$ cat config.mk
export PLATFORM = sky130hd
export DESIGN_NAME = intr_present_ctrl
export DESIGN_NICKNAME = d
export VERILOG_FILES = /design/src/rtl/ipc_pkg.sv /design/src/rtl/ipc_select.sv /design/src/rtl/ipc_next.sv /design/src/rtl/intr_present_ctrl.sv
export SDC_FILE = /design/constraint.sdc
export NUM_CORES = 1
export LEC_CHECK = 0
export ABC_AREA = 1
export BUFFER_PORTS_ARGS = -buffer_cell sky130_fd_sc_hd__buf_2
export CAP_MARGIN = 40
export CORE_UTILIZATION = 55
export CTS_CLUSTER_DIAMETER = 100
export CTS_CLUSTER_SIZE = 40
export DETAILED_ROUTE_END_ITERATION = 12
export PLACE_DENSITY = 0.81
export SLEW_MARGIN = 20
export SYNTH_ARGS = -nofsm -noshare
export SYNTH_HDL_FRONTEND = slang
export SYNTH_SLANG_ARGS = --single-unit
$ cat constraint.sdc
create_clock -name clk -period 11.8 [get_ports clk]
set_input_delay 0.59 -clock clk [delete_from_list [all_inputs] [get_ports clk]]
set_output_delay 0.59 -clock clk [all_outputs]
set_load 0.01 [all_outputs]
$ cat src/rtl/ipc_pkg.sv
package ipc_pkg;
  typedef enum logic [1:0] {
    OP_ACCEPT  = 2'd0,
    OP_SETPRIO = 2'd1,
    OP_SETIPI  = 2'd2,
    OP_EOI     = 2'd3
  } ipc_op_e;
endpackage

$ cat src/rtl/ipc_select.sv
module ipc_select
  import ipc_pkg::*;
(
  input  logic       reg_valid,
  input  logic [1:0] reg_op,
  input  logic       off_valid,
  output logic       do_reg,
  output logic       do_offer,
  output ipc_op_e    op
);
  // one action per clock; software strobe has precedence
  always_comb begin
    do_reg   = reg_valid;
    do_offer = off_valid && !reg_valid;
    op       = ipc_op_e'(reg_op);
  end
endmodule

$ cat src/rtl/ipc_next.sv
module ipc_next
  import ipc_pkg::*;
#(
  parameter int PRIO_W = 8,
  parameter int ID_W   = 24,
  parameter int IPI_ID = 2,
  localparam int DATA_W = PRIO_W + ID_W
) (
  input  logic [PRIO_W-1:0] cppr,
  input  logic [PRIO_W-1:0] mfrr,
  input  logic [PRIO_W-1:0] ppri,
  input  logic [ID_W-1:0]   xisr,
  input  logic              need,
  input  logic              do_reg,
  input  ipc_op_e           op,
  input  logic [DATA_W-1:0] wdata,
  input  logic              do_offer,
  input  logic [ID_W-1:0]   off_id,
  input  logic [PRIO_W-1:0] off_prio,
  output logic [PRIO_W-1:0] n_cppr,
  output logic [PRIO_W-1:0] n_mfrr,
  output logic [PRIO_W-1:0] n_ppri,
  output logic [ID_W-1:0]   n_xisr,
  output logic              n_need,
  output logic              ev_rd,
  output logic [DATA_W-1:0] ev_rd_data,
  output logic              ev_rej,
  output logic [ID_W-1:0]   ev_rej_id,
  output logic              ev_resend,
  output logic              ev_eoi,
  output logic [ID_W-1:0]   ev_eoi_id,
  output logic              ev_ok,
  output logic              ev_fail
);
  localparam logic [ID_W-1:0]   IPI_CODE = ID_W'(IPI_ID);
  localparam logic [PRIO_W-1:0] LEAST    = '1;

  logic [PRIO_W-1:0] wprio;
  logic [PRIO_W-1:0] eprio;
  logic [ID_W-1:0]   eid;
  logic [ID_W-1:0]   displaced;
  logic              lower_en;
  logic [PRIO_W-1:0] lower_val;

  assign wprio = wdata[PRIO_W-1:0];
  assign eprio = wdata[DATA_W-1 -: PRIO_W];
  assign eid   = wdata[ID_W-1:0];

  always_comb begin
    n_cppr     = cppr;
    n_mfrr     = mfrr;
    n_ppri     = ppri;
    n_xisr     = xisr;
    n_need     = need;
    ev_rd      = 1'b0;
    ev_rd_data = '0;
    ev_resend  = 1'b0;
    ev_eoi     = 1'b0;
    ev_eoi_id  = '0;
    ev_ok      = 1'b0;
    ev_fail    = 1'b0;
    displaced  = '0;
    lower_en   = 1'b0;
    lower_val  = '0;

    if (do_reg) begin
      case (op)
        OP_ACCEPT: begin
          ev_rd      = 1'b1;
          ev_rd_data = {cppr, xisr};
          if (xisr != '0) begin
            n_cppr = ppri;
            n_ppri = LEAST;
            n_xisr = '0;
          end
        end
        OP_SETPRIO: begin
          if (wprio > cppr) begin
            lower_en  = 1'b1;
            lower_val = wprio;
          end else if (wprio < cppr) begin
            n_cppr = wprio;
            if (wprio <= ppri) begin
              displaced = xisr;
              n_xisr    = '0;
              n_ppri    = LEAST;
            end
          end
        end
        OP_SETIPI: begin
          n_mfrr = wprio;
          if (wprio < cppr && wprio <= ppri) begin
            displaced = xisr;
            n_ppri    = wprio;
            n_xisr    = IPI_CODE;
          end
          if (wprio > mfrr) begin
            ev_resend = need;
            n_need    = 1'b0;
          end
        end
        OP_EOI: begin
          lower_en  = 1'b1;
          lower_val = eprio;
          if (eid != IPI_CODE) begin
            ev_eoi    = 1'b1;
            ev_eoi_id = eid;
          end
        end
        default: ;
      endcase
    end else if (do_offer) begin
      if (off_prio < cppr && off_prio < mfrr && off_prio < ppri) begin
        ev_ok     = 1'b1;
        displaced = xisr;
        n_xisr    = off_id;
        n_ppri    = off_prio;
      end else begin
        ev_fail = 1'b1;
        n_need  = 1'b1;
      end
    end

    // shared priority-lowering path (set-priority upward and EOI)
    if (lower_en) begin
      n_cppr = lower_val;
      if (mfrr < lower_val && mfrr <= ppri) begin
        displaced = xisr;
        n_ppri    = mfrr;
        n_xisr    = IPI_CODE;
      end
      ev_resend = need;
      n_need    = 1'b0;
    end

    ev_rej    = (displaced != '0) && (displaced != IPI_CODE);
    ev_rej_id = ev_rej ? displaced : '0;
  end
endmodule

$ cat src/rtl/intr_present_ctrl.sv
module intr_present_ctrl
  import ipc_pkg::*;
#(
  parameter int PRIO_W = 8,
  parameter int ID_W   = 24,
  parameter int IPI_ID = 2,
  localparam int DATA_W = PRIO_W + ID_W
) (
  input  logic              clk,
  input  logic              rst,
  input  logic              reg_valid,
  input  logic [1:0]        reg_op,
  input  logic [DATA_W-1:0] reg_wdata,
  input  logic              off_valid,
  input  logic [ID_W-1:0]   off_id,
  input  logic [PRIO_W-1:0] off_prio,
  output logic              rd_valid,
  output logic [DATA_W-1:0] rd_data,
  output logic              dlv_ok,
  output logic              dlv_fail,
  output logic              rej_valid,
  output logic [ID_W-1:0]   rej_id,
  output logic              resend_req,
  output logic              eoi_valid,
  output logic [ID_W-1:0]   eoi_id,
  output logic              irq_out
);
  localparam logic [ID_W-1:0] IPI_CODE = ID_W'(IPI_ID);

  logic [PRIO_W-1:0] cppr_q, mfrr_q, ppri_q;
  logic [ID_W-1:0]   xisr_q;
  logic              need_q;

  logic              do_reg, do_offer;
  ipc_op_e           op;

  logic [PRIO_W-1:0] n_cppr, n_mfrr, n_ppri;
  logic [ID_W-1:0]   n_xisr;
  logic              n_need;
  logic              ev_rd, ev_rej, ev_resend, ev_eoi, ev_ok, ev_fail;
  logic [DATA_W-1:0] ev_rd_data;
  logic [ID_W-1:0]   ev_rej_id, ev_eoi_id;

  ipc_select u_sel (
    .reg_valid (reg_valid),
    .reg_op    (reg_op),
    .off_valid (off_valid),
    .do_reg    (do_reg),
    .do_offer  (do_offer),
    .op        (op)
  );

  ipc_next #(.PRIO_W(PRIO_W), .ID_W(ID_W), .IPI_ID(IPI_ID)) u_next (
    .cppr       (cppr_q),
    .mfrr       (mfrr_q),
    .ppri       (ppri_q),
    .xisr       (xisr_q),
    .need       (need_q),
    .do_reg     (do_reg),
    .op         (op),
    .wdata      (reg_wdata),
    .do_offer   (do_offer),
    .off_id     (off_id),
    .off_prio   (off_prio),
    .n_cppr     (n_cppr),
    .n_mfrr     (n_mfrr),
    .n_ppri     (n_ppri),
    .n_xisr     (n_xisr),
    .n_need     (n_need),
    .ev_rd      (ev_rd),
    .ev_rd_data (ev_rd_data),
    .ev_rej     (ev_rej),
    .ev_rej_id  (ev_rej_id),
    .ev_resend  (ev_resend),
    .ev_eoi     (ev_eoi),
    .ev_eoi_id  (ev_eoi_id),
    .ev_ok      (ev_ok),
    .ev_fail    (ev_fail)
  );

  always_ff @(posedge clk) begin
    if (rst) begin
      cppr_q     <= '0;
      mfrr_q     <= '1;
      ppri_q     <= '1;
      xisr_q     <= '0;
      need_q     <= 1'b0;
      irq_out    <= 1'b0;
      rd_valid   <= 1'b0;
      rd_data    <= '0;
      dlv_ok     <= 1'b0;
      dlv_fail   <= 1'b0;
      rej_valid  <= 1'b0;
      rej_id     <= '0;
      resend_req <= 1'b0;
      eoi_valid  <= 1'b0;
      eoi_id     <= '0;
    end else begin
      cppr_q     <= n_cppr;
      mfrr_q     <= n_mfrr;
      ppri_q     <= n_ppri;
      xisr_q     <= n_xisr;
      need_q     <= n_need;
      irq_out    <= (n_xisr != '0) && (n_ppri < n_cppr);
      rd_valid   <= ev_rd;
      rd_data    <= ev_rd_data;
      dlv_ok     <= ev_ok;
      dlv_fail   <= ev_fail;
      rej_valid  <= ev_rej;
      rej_id     <= ev_rej_id;
      resend_req <= ev_resend;
      eoi_valid  <= ev_eoi;
      eoi_id     <= ev_eoi_id;
    end
  end

  p_reject_filter_r3: assert property (@(posedge clk) disable iff (rst)
    rej_valid |-> (rej_id != '0 && rej_id != IPI_CODE));

  p_ok_fail_excl_r4: assert property (@(posedge clk) disable iff (rst)
    !(dlv_ok && dlv_fail));

  p_fail_sets_flag_r4: assert property (@(posedge clk) disable iff (rst)
    dlv_fail |-> need_q);

  p_irq_level_r5: assert property (@(posedge clk) disable iff (rst)
    irq_out == (xisr_q != '0 && ppri_q < cppr_q));

  p_accept_clears_r6: assert property (@(posedge clk) disable iff (rst)
    (reg_valid && reg_op == 2'd0 && xisr_q != '0) |=> (xisr_q == '0 && ppri_q == '1));

  p_resend_single_r8: assert property (@(posedge clk) disable iff (rst)
    resend_req |=> !resend_req);

  p_reg_wins_r12: assert property (@(posedge clk) disable iff (rst)
    (reg_valid && off_valid) |=> !(dlv_ok || dlv_fail));
endmodule

==> impl_metrics.py, run 1 <==
metrics = {
    "placement": {
        "portBuffers": 156,
        "dpl.hpwl_um": 16100,
        "gp_congestion": 1.01,
    },
    "final_layout": {
        "area_delta_synth_final_pct": 19.7,
        "drive_above_1_share_pct": 19.4,
        "diodes": 0,
        "fin_util_pct": 67.6,
        "nets": 1266,
        "n_fill_cell": 1147,
    },
    "clock_tree": {
        "cts_tree": "built",
        "htreeDepth": 4,
        "cts_setup_buffers": 0,
        "worstSkewPairLatency_ns": 0.42,
        "cts.path.max_buffers": 2,
        "hold_buffers": 0,
        "cts_buffers": 17,
        "cts_sinks": 136,
        "clkTransAtPathRegs_ns": 0.07,
        "ctsResizeCount": 0,
        "root_buffer": "clkbuf_16",
    },
    "setup_path": {
        "crit_slowest_cell": "nand2_2",
        "crit_buf_inv": 3,
        "path_max_fanout": 46,
        "cp.arrival_ns": 5.05,
        "crit_type": "reg2reg",
        "worst_ep_required_time_ns": 12.10,
        "r2r_slack_ns": 7.05,
        "cp-start-kind": "flop",
        "endpoint_kind": "flop",
        "crit_path_frequent_cell": "nand2_1",
        "cpPeakStageDelay_ns": 0.41,
        "critPathTopFamily": "simple AND/OR/NAND/NOR gates",
    },
    "timing": {
        "final.setup.tns_ns": 0,
        "tightest_slew_ns": 0.785,
        "setup_viol": 0,
        "post-route-period-util_pct": 40.3,
        "min_period_ns": 4.75,
        "relSlewSlack_pct": 47.6,
        "hold_viol_final": 0,
        "clock.fmax_mhz": 211,
        "slew_violations": 0,
        "rsz0062_at_grt": "no",
        "clock-skew-final_ns": 0.0119,
    },
    "yosys": {
        "yosys-top-cells-area": "dfxtp_1 38%, ha_1 12%, nand2_1 11%",
        "synth_top_cell_area_share_pct": 38.0,
        "synth-seq-area-share_pct": 38.0,
        "synthesis.nets": 1128,
        "syn_avg_cell_area_sq_um": 7.25,
        "netlist_area_sq_mm": 0.00716,
        "synth-warning-count": 0,
        "netlist_instances": 987,
        "synth_cell_types": 40,
        "yosys.area.top_type": "dfxtp_1",
        "ys_seq_elements": 136,
    },
    "pwr": {
        "power_density_mw_per_mm2": 146,
        "power.internal_uw": 836,
        "seq_power_share_pct": 38.9,
        "swShare_pct": 33.2,
        "switchingPower_uw": 415,
        "design_power_total_mw": 1.25,
        "power.share.clock_pct": 40.0,
        "p_leak_nw": 4.29,
        "vdd_ir_drop_max_v": 0.000118,
        "pwr-share-comb_pct": 21.2,
    },
    "routing": {
        "avgViaCountPerCell": 5.50,
        "routedWlPerCell_um": 16.4,
        "drc": 0,
        "wirelength_um": 21500,
        "ant_nets": 0,
        "vias": 7206,
        "first_iter_violations": 1017,
        "drtPass1Iterations": 6,
    },
    "global_routing": {
        "grt.busiest_layer": "met2",
        "met1_usage_pct": 44.1,
        "globalRouteMet3Util_pct": 9.41,
        "antenna_found_initial": 0,
        "overflow": 0,
        "grtUsageTotal_pct": 33.0,
        "grt_max_degree": 47,
        "grt_use_met2_pct": 50.2,
        "grt_pass1_vias": 6514,
        "grt_pass1_wl_um": 33500,
    },
    "flow_run": {
        "maxCapViolations": 0,
    },
    "floorplan": {
        "dieArea_sq_mm": 0.0135,
        "io_pins": 157,
        "core_area_sq_mm": 0.0127,
        "row_count": 41,
        "start_util_pct": 56.5,
        "die_h_um": 116,
        "die_x_um": 116,
    },
    "min_path": {
        "hp-class": "in2reg",
    },
    "outcome": {
        "outcome": "finished, final reports clean",
    },
}
==> final timing paths <==
path                       from         end  depth (start not counted)
setup / recovery      cppr_q[1]  rej_id[23]                         25
hold / removal    reg_wdata[21]  eoi_id[21]                          3
setup reg to reg      cppr_q[1]  rej_id[23]                         25
hold reg to reg      xisr_q[18]  rej_id[18]                          2
==> cell usage in the layout (no fill, tap or decap), types with 18 or more instances in the layout <==
master    instances
nand2_1         211
buf_2           156
dfxtp_1         136
nor2_1          131
inv_1           113
o21ai_0          88
ha_1             71
a21oi_1          49
nand3_1          38
o211ai_1         18
==> registers in the layout, summed over array words and instances (netlist names) <==
name,count
cppr_q,8
dlv_fail,1
dlv_ok,1
eoi_id,24
eoi_valid,1
irq_out,1
mfrr_q,8
need_q,1
ppri_q,8
rd_data,32
rd_valid,1
rej_id,24
rej_valid,1
resend_req,1
xisr_q,24
==> layout make-up <==
cell class / count / area (sq um) / area share [%]
Clock buffer: 17 / 425 / 4.97
Clock inverter: 15 / 135 / 1.58
Inverter: 121 / 454 / 5.30
Multi-Input combinational cell: 691 / 3790 / 44.2
Sequential cell: 136 / 2720 / 31.8
Tap cell: 172 / 215 / 2.51
Timing Repair Buffer: 158 / 823 / 9.61
==> worst min-delay path: cells and delay by family <==
family,cells,cell delay [ns]
buffers and inverters,2,0.11
and+or+nand+nor,1,0.08
==> per-layer routing <==
layer  up-vias  share of wire (%)  routed length [um]
li1       3497                  -                   -
met1      3204                 42                9010
met2       441                 43                9250
met3        64                 12                2510
met4         0                3.5                 749
met5         -                  0                   0
==> power groups by stage <==
stage / logic (mW) / clock network, mW / registers (mW)
4_1_cts: 0.257 / 0.505 / 0.485
5_1_grt: 0.298 / 0.526 / 0.487
3_5_place_dp: 0.255 / 0 / 0.495
2_1_floorplan: 0.180 / 0 / 0.493
3_3_place_gp: 0.253 / 0 / 0.496
6_report: 0.265 / 0.500 / 0.486
==> cells in the mapped netlist, drive strengths merged <==
cell type  count
nand2        217
nor2         142
dfxtp        136
inv          120
o21ai         97
ha            71
a21oi         50
nand3         41
clkbuf        22
o211ai        18
buf           17
nand4         13
nor3          12
a21boi         8
o31ai          6
a31oi          3
o41ai          3
nor4           2
o2111ai        2
a2111oi        1
a211oi         1
a21o           1
a311o          1
clkinv         1
o21a           1
o22ai          1
==> logic make-up after synthesis <==
logic type	synth area share, %
AO/OA/AOI/OAI	15.4
flip-flops	38.0
AND/OR/NAND/NOR	25.2
buffers and inverters	9.02
adder cells (fa/ha/maj)	12.4
==> per-stage QoR <==
| stage | setup WS, ns | hold slack (ns) | cell area (sq um) | std cells |
|---|---|---|---|---|
| after floorplan | 7.67 | 0.422 | 7160 | 987 |
| after global placement | 7.14 | 0.447 | 7960 | 1276 |
| after detailed placement | 6.96 | 0.444 | 8010 | 1278 |
| after CTS | 7.15 | 0.389 | 8570 | 1310 |
| after global routing | 6.62 | 0.404 | 8570 | 1310 |
| final | 7.05 | 0.402 | 8570 | 1310 |
Note: power is estimated with default switching activity, not from simulation.
==> run 2: changes to the inputs <==
--- a/config.mk
+++ b/config.mk
@@ -8,11 +8,11 @@
 export ABC_AREA = 1
 export BUFFER_PORTS_ARGS = -buffer_cell sky130_fd_sc_hd__buf_2
 export CAP_MARGIN = 40
-export CORE_UTILIZATION = 55
+export CORE_UTILIZATION = 50
 export CTS_CLUSTER_DIAMETER = 100
 export CTS_CLUSTER_SIZE = 40
 export DETAILED_ROUTE_END_ITERATION = 12
-export PLACE_DENSITY = 0.81
+export PLACE_DENSITY = 0.77
 export SLEW_MARGIN = 20
 export SYNTH_ARGS = -nofsm -noshare
 export SYNTH_HDL_FRONTEND = slang
==> constraint.sdc (replaced) <==
create_clock -name clk -period 4 [get_ports clk]
set_input_delay 0.2 -clock clk [delete_from_list [all_inputs] [get_ports clk]]
set_output_delay 0.2 -clock clk [all_outputs]
set_load 0.01 [all_outputs]
==> impl_metrics.py, run 2 (synthesis results as in run 1) <==
metrics = {
    "pwr": {
        "power_density_mw_per_mm2": 427,
        "pwr-share-comb_pct": 23.6,
        "swShare_pct": 32.1,
        "switchingPower_mw": 1.26,
        "design_power_total_mw": 3.94,
        "power.internal_mw": 2.68,
        "power.share.clock_pct": 40.1,
        "p_leak_nw": 4.56,
        "vdd_ir_drop_max_v": 0.000364,
        "seq_power_share_pct": 36.3,
    },
    "floorplan": {
        "row_count": 43,
        "io_pins": 157,
        "die_h_um": 122,
        "core_area_sq_mm": 0.0139,
        "start_util_pct": 51.4,
        "dieArea_sq_mm": 0.0148,
        "die_x_um": 122,
    },
    "global_routing": {
        "grtUsageTotal_pct": 31.9,
        "grt_pass1_wl_um": 35500,
        "grt_pass1_vias": 6908,
        "overflow": 0,
        "grt_max_degree": 38,
        "antenna_found_initial": 0,
    },
    "clock_tree": {
        "cts.path.max_buffers": 2,
        "cts_tree": "built",
        "root_buffer": "clkbuf_16",
        "cts_buffers": 17,
        "worstSkewPairLatency_ns": 0.42,
        "htreeDepth": 4,
        "cts_sinks": 136,
        "clkTransAtPathRegs_ns": 0.06,
    },
    "setup_path": {
        "r2r_start": "cppr_q[5]",
        "path_cells": "inv_1, ha_4, nand2_1, a21oi_2, nor2_2, nand2_4, inv_4, nor3_4, inv_4, o21ai_2, nand2_2, ha_4, a21oi_4, o21ai_2, nor3_4, nand2_8, o211ai_1, nand2_1, ha_1, a21oi_2, nor2_1, a2111oi_2, nand2_1, nor2_1",
        "path_max_fanout": 7,
        "worst_ep_required_time_ns": 4.36,
        "crit_buf_inv": 3,
        "rr_worst_depth": 24,
        "cp-start-kind": "flop",
        "r2r_slack_ns": 0.14,
        "critPathTopFamily": "simple AND/OR/NAND/NOR gates",
        "endpoint_kind": "flop",
        "timing.rr.end": "irq_out",
        "crit_path_frequent_cell": "nand2_1",
        "crit_type": "reg2reg",
        "cpPeakStageDelay_ns": 0.35,
        "crit_slowest_cell": "dfxtp_1",
        "cp.arrival_ns": 4.22,
    },
    "min_path": {
        "min_from": "reg_wdata[14]",
        "min_to": "eoi_id[14]",
        "whs_path_depth": 3,
        "hp-class": "in2reg",
    },
    "final_layout": {
        "nets": 1312,
        "area_delta_synth_final_pct": 29.0,
        "final_common_cell": "nand2_1",
        "largest_reg_flops": 32,
        "drive_above_1_share_pct": 25.6,
        "layout_common_cells": "203 x nand2_1, 156 x buf_2, 133 x dfxtp_1, 129 x nor2_1, 109 x inv_1",
        "diodes": 0,
        "fin_util_pct": 66.3,
        "n_fill_cell": 1136,
        "top_register": "rd_data",
    },
    "flow_run": {
        "maxCapViolations": 0,
    },
    "timing": {
        "min_period_ns": 3.86,
        "final.setup.tns_ns": 0,
        "post-route-period-util_pct": 96.5,
        "clock-skew-final_ns": 0.00719,
        "clock.fmax_mhz": 259,
        "slew_violations": 0,
        "tightest_slew_ns": 0.772,
        "relSlewSlack_pct": 48.4,
        "setup_viol": 0,
        "hold_viol_final": 0,
    },
    "routing": {
        "wirelength_um": 23800,
        "vias": 7539,
        "drtPass1Iterations": 5,
        "drc": 0,
        "avgViaCountPerCell": 5.53,
        "first_iter_violations": 759,
        "routedWlPerCell_um": 17.4,
        "ant_nets": 0,
    },
    "placement": {
        "gp_congestion": 1.05,
        "portBuffers": 156,
        "dpl.hpwl_um": 17000,
    },
    "outcome": {
        "outcome": "finished, final reports clean",
    },
}
==> run 2: cell count changes in the layout (fill, tap and decap cells not counted), sizes merged <==
cell and change:
buf +40, bufinv +2, clkbuf +1, clkinv +4, clkinvlp -4, dlygate4sd3 +3, inv -3, nand2 +3
==> run 2: metrics by stage <==
| step | setup slack, ns | hold slack (ns) | instance area, sq um | cells |
|---|---|---|---|---|
| 2_1_floorplan | 0.0787 | 0.312 | 7160 | 987 |
| 5_1_grt | -0.0750 | 0.0227 | 9230 | 1364 |
| 6_report | 0.138 | 0.0149 | 9230 | 1364 |
| 4_1_cts | 0.0142 | 0.00178 | 8870 | 1352 |
| 3_3_place_gp | 0.0623 | 0.428 | 8210 | 1316 |
| 3_5_place_dp | -0.0681 | 0.436 | 8230 | 1317 |
==> run 2: final cells by class <==
type / count / area, sq um / share of cell area [%]
clock buffer: 18 / 439 / 4.76
clock inverter: 14 / 163 / 1.76
timing repair buffer: 201 / 1140 / 12.3
sequential: 136 / 2730 / 29.5
inverter: 121 / 459 / 4.97
multi-input combinational: 694 / 4080 / 44.2
tap: 180 / 225 / 2.44
==> run 2: power by group through the flow <==
stage                     Sequential (mW)  Clock [mW]  Combinational, mW
after floorplan                      1.45           0              0.531
after global placement               1.46           0              0.793
after detailed placement             1.46           0              0.806
after CTS                            1.43        1.60              0.818
after global routing                 1.43        1.65               1.03
final                                1.43        1.58              0.932
==> run 2: worst reg2reg max path, cell delays in order, from the launching register on <==
cell and delay (ns):
dfxtp_1 0.35, inv_1 0.09, ha_4 0.27, nand2_1 0.06, a21oi_2 0.15, nor2_2 0.07
nand2_4 0.08, inv_4 0.05, nor3_4 0.25, inv_4 0.10, o21ai_2 0.17, nand2_2 0.10
ha_4 0.29, a21oi_4 0.14, o21ai_2 0.09, nor3_4 0.24, nand2_8 0.12, o211ai_1 0.14
nand2_1 0.11, ha_1 0.32, a21oi_2 0.13, nor2_1 0.06, a2111oi_2 0.29, nand2_1 0.08
nor2_1 0.08
==> run 2: worst max path at each step <==
stage | start | to | slack [ns] | cells past startpoint
after floorplan | cppr_q[7] | irq_out | 0.08 | 26
after global placement | cppr_q[7] | irq_out | 0.06 | 22
after detailed placement | cppr_q[7] | rej_id[3] | -0.07 | 24
after CTS | cppr_q[7] | rej_id[3] | 0.01 | 24
after global routing | cppr_q[5] | rej_valid | -0.08 | 26
final | cppr_q[5] | irq_out | 0.14 | 24
==> run 2: what timing repair did <==
| action | in CTS | in global routing |
|---|---|---|
| endpoints found under the hold margin | 3 | 0 |
| hold buffers | 3 | 0 |
| resized for setup | 3 | 62 |
| pin swaps | 0 | 19 |
| setup endpoints to repair | 26 | 26 |
| setup buffers | 0 | 9 |
| gates cloned | 0 | 3 |
==> run 2: routing by layer <==
metal	wire (um)	part of all wire, %	vias up	track usage, %
met3	2410	10	85	5.95
met1	9600	40	3406	41.1
met2	10400	44	441	48.8
li1	-	-	3607	-
met4	1330	5.6	0	20.7
met5	0	0	-	0
